--- src/rtl/rfseq_pkg.sv ---
package rfseq_pkg;

    typedef enum logic [4:0] {
        ST_INIT, ST_INIT_W, ST_IDLE,
        ST_TX_LOAD, ST_TX_LOAD_W, ST_TX_CFG, ST_TX_CFG_W, ST_TX_PULSE,
        ST_RX_CFG, ST_RX_CFG_W, ST_RX_SETTLE, ST_RX_POLL, ST_RX_POLL_W,
        ST_RX_READ, ST_RX_READ_W, ST_RX_CLR, ST_RX_CLR_W, ST_FINISH
    } seq_state_e;

    // opcodes seen by the command engine
    localparam logic [7:0] OP_WREG = 8'h20;
    localparam logic [7:0] OP_LOAD = 8'hA0;
    localparam logic [7:0] OP_READ = 8'h61;
    localparam logic [7:0] OP_NOP  = 8'hFF;

    // register numbers the flows touch directly
    localparam logic [4:0] REG_MODE   = 5'h00;
    localparam logic [4:0] REG_FLAGS  = 5'h07;

    localparam logic [7:0] MODE_TX = 8'h0E;
    localparam logic [7:0] MODE_RX = 8'h0F;
    localparam int         RX_HIT_BIT = 6;
    localparam int         INIT_STEPS = 10;

endpackage

--- src/rtl/rfseq_timer.sv ---
module rfseq_timer #(
    parameter int unsigned W = 12
) (
    input  logic         clk,
    input  logic         rst_n,
    input  logic         load,
    input  logic [W-1:0] load_val,
    output logic         zero
);
    logic [W-1:0] cnt_q;

    always_ff @(posedge clk or negedge rst_n) begin
        if (!rst_n)            cnt_q <= '0;
        else if (load)         cnt_q <= load_val;
        else if (cnt_q != '0)  cnt_q <= cnt_q - 1'b1;
    end

    assign zero = (cnt_q == '0);
endmodule

--- src/rtl/rfseq_init_table.sv ---
module rfseq_init_table
    import rfseq_pkg::*;
#(
    parameter int unsigned PLD_W      = 32,
    parameter int unsigned ADDR_BYTES = 5,
    parameter logic [8*ADDR_BYTES-1:0] ADDR = '0,
    parameter logic [7:0]  AW_CODE    = 8'h02,
    parameter int unsigned LEN_W      = 6
) (
    input  logic [3:0]       step,
    input  logic [LEN_W-1:0] bidx,
    output logic [7:0]       op,
    output logic [LEN_W-1:0] len,
    output logic [7:0]       data
);
    logic [7:0] addr_b [ADDR_BYTES];
    logic [7:0] addr_sel;
    logic [4:0] reg_no;

    for (genvar g = 0; g < ADDR_BYTES; g++) begin : g_addr
        assign addr_b[g] = ADDR[8*g +: 8];
    end

    always_comb begin
        addr_sel = 8'h00;
        for (int i = 0; i < ADDR_BYTES; i++)
            if (bidx == LEN_W'(i)) addr_sel = addr_b[i];
    end

    always_comb begin
        len = LEN_W'(1);
        unique case (step)
            4'd0:    begin reg_no = REG_MODE; data = MODE_RX;     end
            4'd1:    begin reg_no = 5'h01;    data = 8'h01;       end // pipe-0 auto-ack
            4'd2:    begin reg_no = 5'h02;    data = 8'h01;       end // pipe-0 enable
            4'd3:    begin reg_no = 5'h03;    data = AW_CODE;     end // address width
            4'd4:    begin reg_no = 5'h04;    data = 8'h1A;       end // retry setup
            4'd5:    begin reg_no = 5'h05;    data = 8'h00;       end // channel
            4'd6:    begin reg_no = 5'h06;    data = 8'h07;       end // rate / power
            4'd7:    begin reg_no = 5'h11;    data = 8'(PLD_W);   end // pipe-0 width
            4'd8:    begin reg_no = 5'h10;    data = addr_sel; len = LEN_W'(ADDR_BYTES); end
            4'd9:    begin reg_no = 5'h0A;    data = addr_sel; len = LEN_W'(ADDR_BYTES); end
            default: begin reg_no = REG_MODE; data = MODE_RX;     end
        endcase
        op = OP_WREG | {3'b000, reg_no};
    end
endmodule

--- src/rtl/rf_pkt_seq.sv ---
module rf_pkt_seq
    import rfseq_pkg::*;
#(
    parameter int unsigned CLK_HZ     = 250_000_000,
    parameter int unsigned PLD_W      = 32,
    parameter int unsigned ADDR_BYTES = 5,
    parameter logic [8*ADDR_BYTES-1:0] ADDR = 40'hE7E7E7E7E7,
    parameter logic [7:0]  AW_CODE    = 8'h02,
    parameter int unsigned PULSE_US   = 10,
    parameter int unsigned SETTLE_US  = 130,
    parameter int unsigned LEN_W      = $clog2(PLD_W + 1)
) (
    input  logic             clk,
    input  logic             rst_n,
    input  logic             start_tx,
    input  logic             start_rx,
    output logic             busy,
    output logic             done,
    output logic             rx_ok,
    input  logic [7:0]       host_tx_data,
    input  logic             host_tx_valid,
    output logic             host_tx_ready,
    output logic [7:0]       rx_data,
    output logic             rx_valid,
    output logic             ce,
    output logic             cmd_valid,
    input  logic             cmd_ready,
    output logic [7:0]       cmd_op,
    output logic [LEN_W-1:0] cmd_len,
    output logic [7:0]       wbyte_data,
    output logic             wbyte_valid,
    input  logic             wbyte_ready,
    input  logic [7:0]       rbyte_data,
    input  logic             rbyte_valid,
    input  logic             cmd_done,
    input  logic [7:0]       cmd_status
);
    // minimum times rounded up to whole clocks
    localparam longint unsigned PULSE_L  = (64'(CLK_HZ) * 64'(PULSE_US)  + 64'd999_999) / 64'd1_000_000;
    localparam longint unsigned SETTLE_L = (64'(CLK_HZ) * 64'(SETTLE_US) + 64'd999_999) / 64'd1_000_000;
    localparam int unsigned PULSE_CYC  = (PULSE_L  < 1) ? 1 : 32'(PULSE_L);
    localparam int unsigned SETTLE_CYC = (SETTLE_L < 1) ? 1 : 32'(SETTLE_L);
    localparam int unsigned MAX_CYC    = (PULSE_CYC > SETTLE_CYC) ? PULSE_CYC : SETTLE_CYC;
    localparam int unsigned TMR_W      = $clog2(MAX_CYC + 1);

    seq_state_e       state_q, state_d;
    logic [3:0]       step_q;
    logic [LEN_W-1:0] bidx_q;
    logic [7:0]       stat_q;
    logic             hit_q, ce_q, done_q, rxok_q;
    logic             accept, tmr_load, tmr_zero;
    logic [TMR_W-1:0] tmr_val;
    logic [7:0]       ini_op, ini_data;
    logic [LEN_W-1:0] ini_len;

    rfseq_init_table #(
        .PLD_W(PLD_W), .ADDR_BYTES(ADDR_BYTES), .ADDR(ADDR),
        .AW_CODE(AW_CODE), .LEN_W(LEN_W)
    ) u_table (
        .step(step_q), .bidx(bidx_q), .op(ini_op), .len(ini_len), .data(ini_data)
    );

    rfseq_timer #(.W(TMR_W)) u_timer (
        .clk(clk), .rst_n(rst_n), .load(tmr_load), .load_val(tmr_val), .zero(tmr_zero)
    );

    assign accept   = (state_q == ST_IDLE) && (start_tx || start_rx);
    assign tmr_load = cmd_done && (state_q == ST_TX_CFG_W || state_q == ST_RX_CFG_W);
    assign tmr_val  = (state_q == ST_TX_CFG_W) ? TMR_W'(PULSE_CYC - 1) : TMR_W'(SETTLE_CYC - 1);

    // next-state logic
    always_comb begin
        state_d = state_q;
        unique case (state_q)
            ST_INIT:      if (cmd_ready) state_d = ST_INIT_W;
            ST_INIT_W:    if (cmd_done)  state_d = (step_q == 4'(INIT_STEPS - 1)) ? ST_IDLE : ST_INIT;
            ST_IDLE:      if (start_tx)  state_d = ST_TX_LOAD;
                          else if (start_rx) state_d = ST_RX_CFG;
            ST_TX_LOAD:   if (cmd_ready) state_d = ST_TX_LOAD_W;
            ST_TX_LOAD_W: if (cmd_done)  state_d = ST_TX_CFG;
            ST_TX_CFG:    if (cmd_ready) state_d = ST_TX_CFG_W;
            ST_TX_CFG_W:  if (cmd_done)  state_d = ST_TX_PULSE;
            ST_TX_PULSE:  if (tmr_zero)  state_d = ST_FINISH;
            ST_RX_CFG:    if (cmd_ready) state_d = ST_RX_CFG_W;
            ST_RX_CFG_W:  if (cmd_done)  state_d = ST_RX_SETTLE;
            ST_RX_SETTLE: if (tmr_zero)  state_d = ST_RX_POLL;
            ST_RX_POLL:   if (cmd_ready) state_d = ST_RX_POLL_W;
            ST_RX_POLL_W: if (cmd_done)  state_d = cmd_status[RX_HIT_BIT] ? ST_RX_READ : ST_RX_CLR;
            ST_RX_READ:   if (cmd_ready) state_d = ST_RX_READ_W;
            ST_RX_READ_W: if (cmd_done)  state_d = ST_RX_CLR;
            ST_RX_CLR:    if (cmd_ready) state_d = ST_RX_CLR_W;
            ST_RX_CLR_W:  if (cmd_done)  state_d = ST_FINISH;
            ST_FINISH:                   state_d = ST_IDLE;
            default:                     state_d = ST_IDLE;
        endcase
    end

    // state register
    always_ff @(posedge clk or negedge rst_n) begin
        if (!rst_n) state_q <= ST_INIT;
        else        state_q <= state_d;
    end

    // datapath registers
    always_ff @(posedge clk or negedge rst_n) begin
        if (!rst_n) begin
            step_q <= '0; bidx_q <= '0; stat_q <= '0; hit_q <= 1'b0;
            ce_q <= 1'b0; done_q <= 1'b0; rxok_q <= 1'b0;
        end else begin
            done_q <= (state_q == ST_FINISH);
            rxok_q <= (state_q == ST_FINISH) && hit_q;
            if (state_q == ST_INIT_W && cmd_done) step_q <= step_q + 1'b1;
            if (cmd_valid && cmd_ready)           bidx_q <= '0;
            else if (wbyte_valid && wbyte_ready)  bidx_q <= bidx_q + 1'b1;
            if (accept) begin
                ce_q  <= 1'b0;
                hit_q <= 1'b0;
            end
            if (state_q == ST_RX_POLL_W && cmd_done) begin
                stat_q <= cmd_status;
                hit_q  <= cmd_status[RX_HIT_BIT];
                if (cmd_status[RX_HIT_BIT]) ce_q <= 1'b0;
            end
            if (state_q == ST_INIT_W && cmd_done && step_q == 4'(INIT_STEPS - 1)) ce_q <= 1'b1;
            if (tmr_load)                              ce_q <= 1'b1;
            if (state_q == ST_TX_PULSE && tmr_zero)    ce_q <= 1'b0;
        end
    end

    // outputs
    always_comb begin
        cmd_valid     = 1'b0;
        cmd_op        = OP_NOP;
        cmd_len       = '0;
        wbyte_valid   = 1'b0;
        wbyte_data    = 8'h00;
        host_tx_ready = 1'b0;
        unique case (state_q)
            ST_INIT, ST_INIT_W: begin
                cmd_valid   = (state_q == ST_INIT);
                cmd_op      = ini_op;
                cmd_len     = ini_len;
                wbyte_valid = (state_q == ST_INIT_W);
                wbyte_data  = ini_data;
            end
            ST_TX_LOAD, ST_TX_LOAD_W: begin
                cmd_valid     = (state_q == ST_TX_LOAD);
                cmd_op        = OP_LOAD;
                cmd_len       = LEN_W'(PLD_W);
                wbyte_valid   = (state_q == ST_TX_LOAD_W) && host_tx_valid;
                wbyte_data    = host_tx_data;
                host_tx_ready = (state_q == ST_TX_LOAD_W) && wbyte_ready;
            end
            ST_TX_CFG, ST_TX_CFG_W, ST_RX_CFG, ST_RX_CFG_W: begin
                cmd_valid   = (state_q == ST_TX_CFG) || (state_q == ST_RX_CFG);
                cmd_op      = OP_WREG | {3'b000, REG_MODE};
                cmd_len     = LEN_W'(1);
                wbyte_valid = (state_q == ST_TX_CFG_W) || (state_q == ST_RX_CFG_W);
                wbyte_data  = (state_q == ST_TX_CFG || state_q == ST_TX_CFG_W) ? MODE_TX : MODE_RX;
            end
            ST_RX_POLL, ST_RX_POLL_W: begin
                cmd_valid = (state_q == ST_RX_POLL);
                cmd_op    = OP_NOP;
            end
            ST_RX_READ, ST_RX_READ_W: begin
                cmd_valid = (state_q == ST_RX_READ);
                cmd_op    = OP_READ;
                cmd_len   = LEN_W'(PLD_W);
            end
            ST_RX_CLR, ST_RX_CLR_W: begin
                cmd_valid   = (state_q == ST_RX_CLR);
                cmd_op      = OP_WREG | {3'b000, REG_FLAGS};
                cmd_len     = LEN_W'(1);
                wbyte_valid = (state_q == ST_RX_CLR_W);
                wbyte_data  = stat_q;
            end
            default: ;
        endcase
    end

    assign busy     = (state_q != ST_IDLE);
    assign done     = done_q;
    assign rx_ok    = rxok_q;
    assign ce       = ce_q;
    assign rx_valid = (state_q == ST_RX_READ_W) && rbyte_valid;
    assign rx_data  = rbyte_data;
endmodule

--- config.mk ---
export PLATFORM = sky130hd
export DESIGN_NAME = rf_pkt_seq
export DESIGN_NICKNAME = d
export VERILOG_FILES = /design/src/rtl/rfseq_pkg.sv /design/src/rtl/rfseq_timer.sv /design/src/rtl/rfseq_init_table.sv /design/src/rtl/rf_pkt_seq.sv
export SDC_FILE = /design/constraint.sdc
export NUM_CORES = 1
export LEC_CHECK = 0
export ABC_CLOCK_PERIOD_IN_PS = 6400
export BUFFER_PORTS_ARGS = -buffer_cell sky130_fd_sc_hd__buf_4
export CORE_MARGIN = 2
export CORE_UTILIZATION = 60
export DETAILED_ROUTE_END_ITERATION = 8
export PLACE_DENSITY = 0.95
export SLEW_MARGIN = 20
export SYNTH_ARGS = -nofsm -noshare
export SYNTH_HDL_FRONTEND = slang
export SYNTH_HIERARCHICAL = 1
export SYNTH_SLANG_ARGS = --single-unit
export TNS_END_PERCENT = 10
--- constraint.sdc ---
create_clock -name clk -period 6.4 [get_ports clk]
set_input_delay 0.64 -clock clk [delete_from_list [all_inputs] [get_ports clk]]
set_output_delay 0.64 -clock clk [all_outputs]
set_load 0.02 [all_outputs]
## Word-level counts from Yosys, hierarchy flattened

Cells that the tools add are included.

- $mul: 0
- Equality and inequality tests: 48
- Div/mod/pow operators: 0
- $lt $le $gt $ge: 0
- Shift operators: 0
- Add/sub/neg operators: 3
- Reduce and logical (&&, ||, !) cells: 34
- Multiplexer cells: 49
- Bitwise logic cells: 0

Operators by type and width:

| operator | number |
|---|---|
| 2-to-1 mux 5 bit | 18 |
| one-hot mux 5 bit (17 select lines) | 1 |
| one-hot mux 8 bit (7 select lines) | 1 |
| 2-to-1 mux 15 bit | 3 |
| one-hot mux 5 bit (9 select lines) | 1 |
| == test 5 x 4 -> 1 bit (second input constant) | 8 |
| 2-to-1 mux 8 bit | 5 |
| one-hot mux 8 bit (5 select lines) | 1 |
| != test 2 bit (second input constant) | 16 |
| one-hot mux 8 bit (4 select lines) | 1 |
| == test 5 x 3 -> 1 bit (second input constant) | 4 |
| one-hot mux 6 bit (3 select lines) | 1 |
| AND reduction 17 bit | 1 |
| == test 4 x 3 -> 1 bit (second input constant) | 4 |
| logical NOT 15 bit | 1 |
| nonzero test 15 bit | 1 |
| subtractor 15 x 1 -> 15 bit (second input constant) | 1 |
| OR reduction 2 bit | 7 |
| == test 6 x 2 -> 1 bit (second input constant) | 2 |
| logical AND 1 bit | 12 |
| 2-to-1 mux 6 bit | 2 |
| == test 5 x 2 -> 1 bit (second input constant) | 2 |
| == test 5 bit (second input constant) | 2 |
| 2-to-1 mux 1 bit | 10 |
| other kinds (20) | 29 |

- Latch bits: 0
- Logic and storage cells: 143
- Memory bits (writable): 0
- Memories: 0
- Memory bits (read-only): 0
- Output and inout port bits: 38
- Register bits: 42

## Logic depth before layout (Yosys ltp)

- Depth after elaboration: 8
- Gate-level depth with buffers: 9
- Gate-level depth less buffers: 7

## Cells and area by module

Netlist, hierarchy kept.

Modules (own cells, without submodules):

| module | area an instance (µm²) | times used | cells an instance | seq. area each (µm²) |
|---|---|---|---|---|
| rf_pkt_seq | 2157.1 | 1 | 259 | 675.6 |
| rfseq_timer | 877.1 | 1 | 90 | 375.4 |
| rfseq_init_table | 271.5 | 1 | 41 | 0.0 |

## Worst setup path before layout

No wires, ideal clock.

- Path kind: register to register
- Start point: register u_timer.cnt_q[0]
- End point: register state_q[1]
- Slack: 3.958 ns
- Data arrival time: 2.317 ns
- Cell stages (with the launch flop): 9
- Required time: 6.275 ns
- Library setup time: 0.125 ns
- Buffers on the path: 1
- Cell sequence: dfrtp_1 inv_1 ha_1 or4b_2 nor4_2 buf_4 o41ai_1 a211oi_4 mux2_4

- Word-level cells in the longest chain between the ends: 3

Ends and longest elaborated chain:

| element | RTL line | text |
|---|---|---|
| start, declared | rfseq_timer.sv:10 | `logic [W-1:0] cnt_q;` |
| start signal, assigned | rfseq_timer.sv:14 | `else if (load) cnt_q <= load_val;` |
| start signal, assigned | rfseq_timer.sv:15 | `else if (cnt_q != '0) cnt_q <= cnt_q - 1'b1;` |
| logical NOT 15 bit * | rfseq_timer.sv:18 | `assign zero = (cnt_q == '0);` |
| named net tmr_zero | rf_pkt_seq.sv:51 | `logic accept, tmr_load, tmr_zero;` |
| != test 2 bit (no source line) | n/a |  |
| AND reduction 17 bit (no source line) * | n/a |  |
| end signal, assigned | rf_pkt_seq.sv:101 | `else state_q <= state_d;` |
| end, declared | rf_pkt_seq.sv:46 | `seq_state_e state_q, state_d;` |

The timed path passes the listed nets; every way through them passes the cells marked *.
A chain may end at the register's enable or synchronous reset.

## Final worst setup path

- Start point: register state_q[1]
- End point: output wbyte_data[0]

- Word-level cells in the longest chain between the ends: 4

Ends and longest elaborated chain:

| element | RTL line | text |
|---|---|---|
| == test 5 x 3 -> 1 bit | rf_pkt_seq.sv:138, rf_pkt_seq.sv:159 |  |
| logical OR 1 bit | rf_pkt_seq.sv:159 | `wbyte_data = (state_q == ST_TX_CFG \|\| state_q == ST_TX_CFG_W) ? MODE_TX : MODE_RX;` |
| 2-to-1 mux 1 bit | rf_pkt_seq.sv:159 |  |
| one-hot mux 8 bit (4 select lines) * | rf_pkt_seq.sv:138 | `unique case (state_q)` |
| end, declared | rf_pkt_seq.sv:30 | `output logic [7:0] wbyte_data,` |

Mark *: on every way between the ends. The rest lies on a longest branch, timed or not.

==> impl_metrics.json <==
{
  "vdd_drop_max_mv": 0.3322,
  "clockBufferDepth": 2,
  "floorplan.initialDensity_pct": 61.16,
  "antenna_found_initial": 0,
  "htree_levels": 2,
  "grt_pass1_wl_um": 12870,
  "clk_pin_slew_worst_paths_ns": 0.08,
  "die_area_um2": 6119,
  "power_mw": 1.990,
  "nNetsFinal": 457,
  "post_cts_resized": 0,
  "wire_per_inst_um": 16.14,
  "syn-instance-count": 390,
  "drive_gt1_share_pct": 22.86,
  "num-fill-cells": 406,
  "startpoint_type": "register",
  "period_needed_ns": 3.345,
  "combPwrFrac_pct": 61.0,
  "switching_share_pct": 48.10,
  "dp_hpwl_um": 5565,
  "tightest_slew_ns": 0.9020,
  "port_buffers": 50,
  "dpl_cell_area_um2": 3571,
  "drtIter0Drc": 420,
  "p_leak_nw": 1.624,
  "post-place-ws_ns": 3.534,
  "setup.worst_path.class": "register to output port",
  "grt_pass1_vias": 2724,
  "dr.pass1.iters": 5,
  "gp_congestion": 0.9380,
  "timing.final.crit_share_pct": 52.27,
  "ys.flop_type": "dfrtp_1",
  "synth-seq-area-share_pct": 31.79,
  "setup_viol": 0,
  "max_cap_violations": 0,
  "cellPowerDensity_nw_per_um2": 540.2,
  "cts.sinks": 42,
  "grt_max_degree": 43,
  "fin_hold_ws_ns": 0.3218,
  "cp.required_ns": 5.76,
  "core-area_um2": 5405,
  "holdBufCountCts": 0,
  "syn_area_um2": 3306,
  "yosysTopAreaCell": "dfrtp_1",
  "hold_path.class": "input pin to async pin",
  "numCtsBuffers": 5,
  "netlist_top_cells_area": "dfrtp_1, buf_4, nand2_1",
  "rows": 27,
  "endpoint_kind": "output port",
  "rsz0062_at_grt": "false",
  "ys_warn_count": 6,
  "final_cell_area_um2": 3684,
  "clk_root_buffer_cell": "clkbuf_8",
  "synth-edff-count": 0,
  "post_cts_buffers": 0,
  "io_pins": 71,
  "p_sw_mw": 0.9571,
  "globalRouteOverflowTotal": 0,
  "setup_tns_ns": 0,
  "drc_errors": 0,
  "yosysTopAreaCellShare_pct": 31.79,
  "fmax_mhz": 298.9,
  "r2r_setup_slack_ns": 3.54,
  "vias": 3068,
  "worstPathArrival_ns": 2.71,
  "status": "finished, final reports clean",
  "slew_violations": 0,
  "power_frac_seq_pct": 28.4,
  "ant_nets": 0,
  "synth-seq-cells": 42,
  "cts_tree": "done",
  "die_y_um": 78.23,
  "grtUsageTotal_pct": 26.11,
  "clk-insertion-delay-late_ns": 0.29,
  "relSlewSlack_pct": 39.87,
  "synthToLayoutAreaGrowth_pct": 11.43,
  "regArea_um2": 1051,
  "skew_ns": 0.005316,
  "path_max_fanout": 28,
  "multi_input_area_um2": 1994,
  "drt-vias-per-instance": 6.236,
  "internal-power_mw": 1.033,
  "power_frac_clock_pct": 10.6,
  "synthArstFlopShare_pct": 100.0,
  "antenna_cells": 0,
  "hold_viol": 0,
  "drt_wl_total_um": 7940,
  "die_w_um": 78.23,
  "setup_ws_ns": 3.055,
  "avgSynthCellArea_um2": 8.476,
  "synth.distinct_cells": 74
}
## cells by family after synthesis
family / share of synthesized area (%)
buf+inv: 9.122
flops: 31.79
fa+ha+maj: 1.514
xor+xnor: 3.179
other cells: 0.4541
mux: 5.299
compound gates: 22.37
simple gates: 26.27
## cell usage after synthesis (8+ instances only)
cell type / count
dfrtp_1: 42
nand2_1: 37
a21oi_1: 27
o21ai_0: 27
nor2_1: 22
buf_4: 20
clkbuf_1: 13
nor3_1: 12
inv_1: 9
and2_1: 8
mux2_2: 8
nand2b_1: 8
## metal layers
metal	GRT usage (%)	wire length [um]	vias to the layer above
li1	-	-	1436
met1	35.96	3344	1417
met2	41.21	3678	184
met3	5.517	711	31
met4	8.772	206	0
met5	0	0	-
## layout make-up
type / count / area share [%]
multi-input cells: 308 / 54.14
flip-flops and latches: 42 / 28.53
repair buffers: 53 / 10.80
well taps: 72 / 2.446
clock buffers: 6 / 2.242
inverters: 10 / 1.019
clock inverters: 1 / 0.8152
## power by group through the flow
| stage | logic, mW | clock network [mW] | registers [mW] |
|---|---|---|---|
| after global routing | 1.31 | 0.228 | 0.585 |
| after detailed placement | 1.18 | 0 | 0.561 |
| after floorplan | 0.974 | 0 | 0.452 |
| after CTS | 1.20 | 0.215 | 0.556 |
| after global placement | 1.16 | 0 | 0.553 |
| final | 1.21 | 0.211 | 0.566 |
## cell usage in the layout (no fill, tap or decap), types with 7 or more instances in the layout
master | synthesis | final
buf_4 | 20 | 53
dfrtp_1 | 42 | 42
nand2_1 | 37 | 37
a21oi_1 | 27 | 27
o21ai_0 | 27 | 27
nor2_1 | 22 | 22
conb_1 | 4 | 15
nor3_1 | 12 | 12
inv_1 | 9 | 9
and2_1 | 8 | 8
nand2b_1 | 8 | 8
mux2_2 | 8 | 8
xnor2_1 | 7 | 7
or2_2 | 7 | 7
nor2b_1 | 7 | 7
mux2i_1 | 7 | 7
## registers in the layout, indices dropped and copies added (netlist names)
register,flops
bidx_q,6
ce,1
done,1
hit_q,1
rx_ok,1
stat_q,8
state_q,5
step_q,4
u_timer/cnt_q,15
## per-stage QoR
stage	utilization (%)	instances
2_1_floorplan	-	401
3_3_place_gp	66.06	485
3_5_place_dp	66.06	485
4_1_cts	68.15	492
5_1_grt	68.15	492
6_report	68.15	492
## path summary, 6_finish.rpt
path | start | endpoint | depth (start not counted)
min in group clk | hit_q$_DFFE_PN0P_ | rx_ok$_DFF_PN0_ | 1
setup reg to reg | state_q[2]$_DFFE_PN0P_ | u_timer/cnt_q[4]$_DFFE_PN0P_ | 8
max in group asynchronous | rst_n | bidx_q[1]$_DFFE_PN0P_ | 1
hold reg to reg | hit_q$_DFFE_PN0P_ | rx_ok$_DFF_PN0_ | 1
setup / recovery | state_q[1]$_DFFE_PN0P_ | wbyte_data[0] | 6
hold / removal | rst_n | u_timer/cnt_q[13]$_DFFE_PN0P_ | 1
## critical path: stages (launching register included)
cell,delay [ns]
dfrtp_1,0.88
and2_1,0.36
mux2i_1,0.11
nor3_1,0.49
a22oi_1,0.19
o21ai_0,0.16
buf_4,0.21
Power figures use the tool's default switching activity.
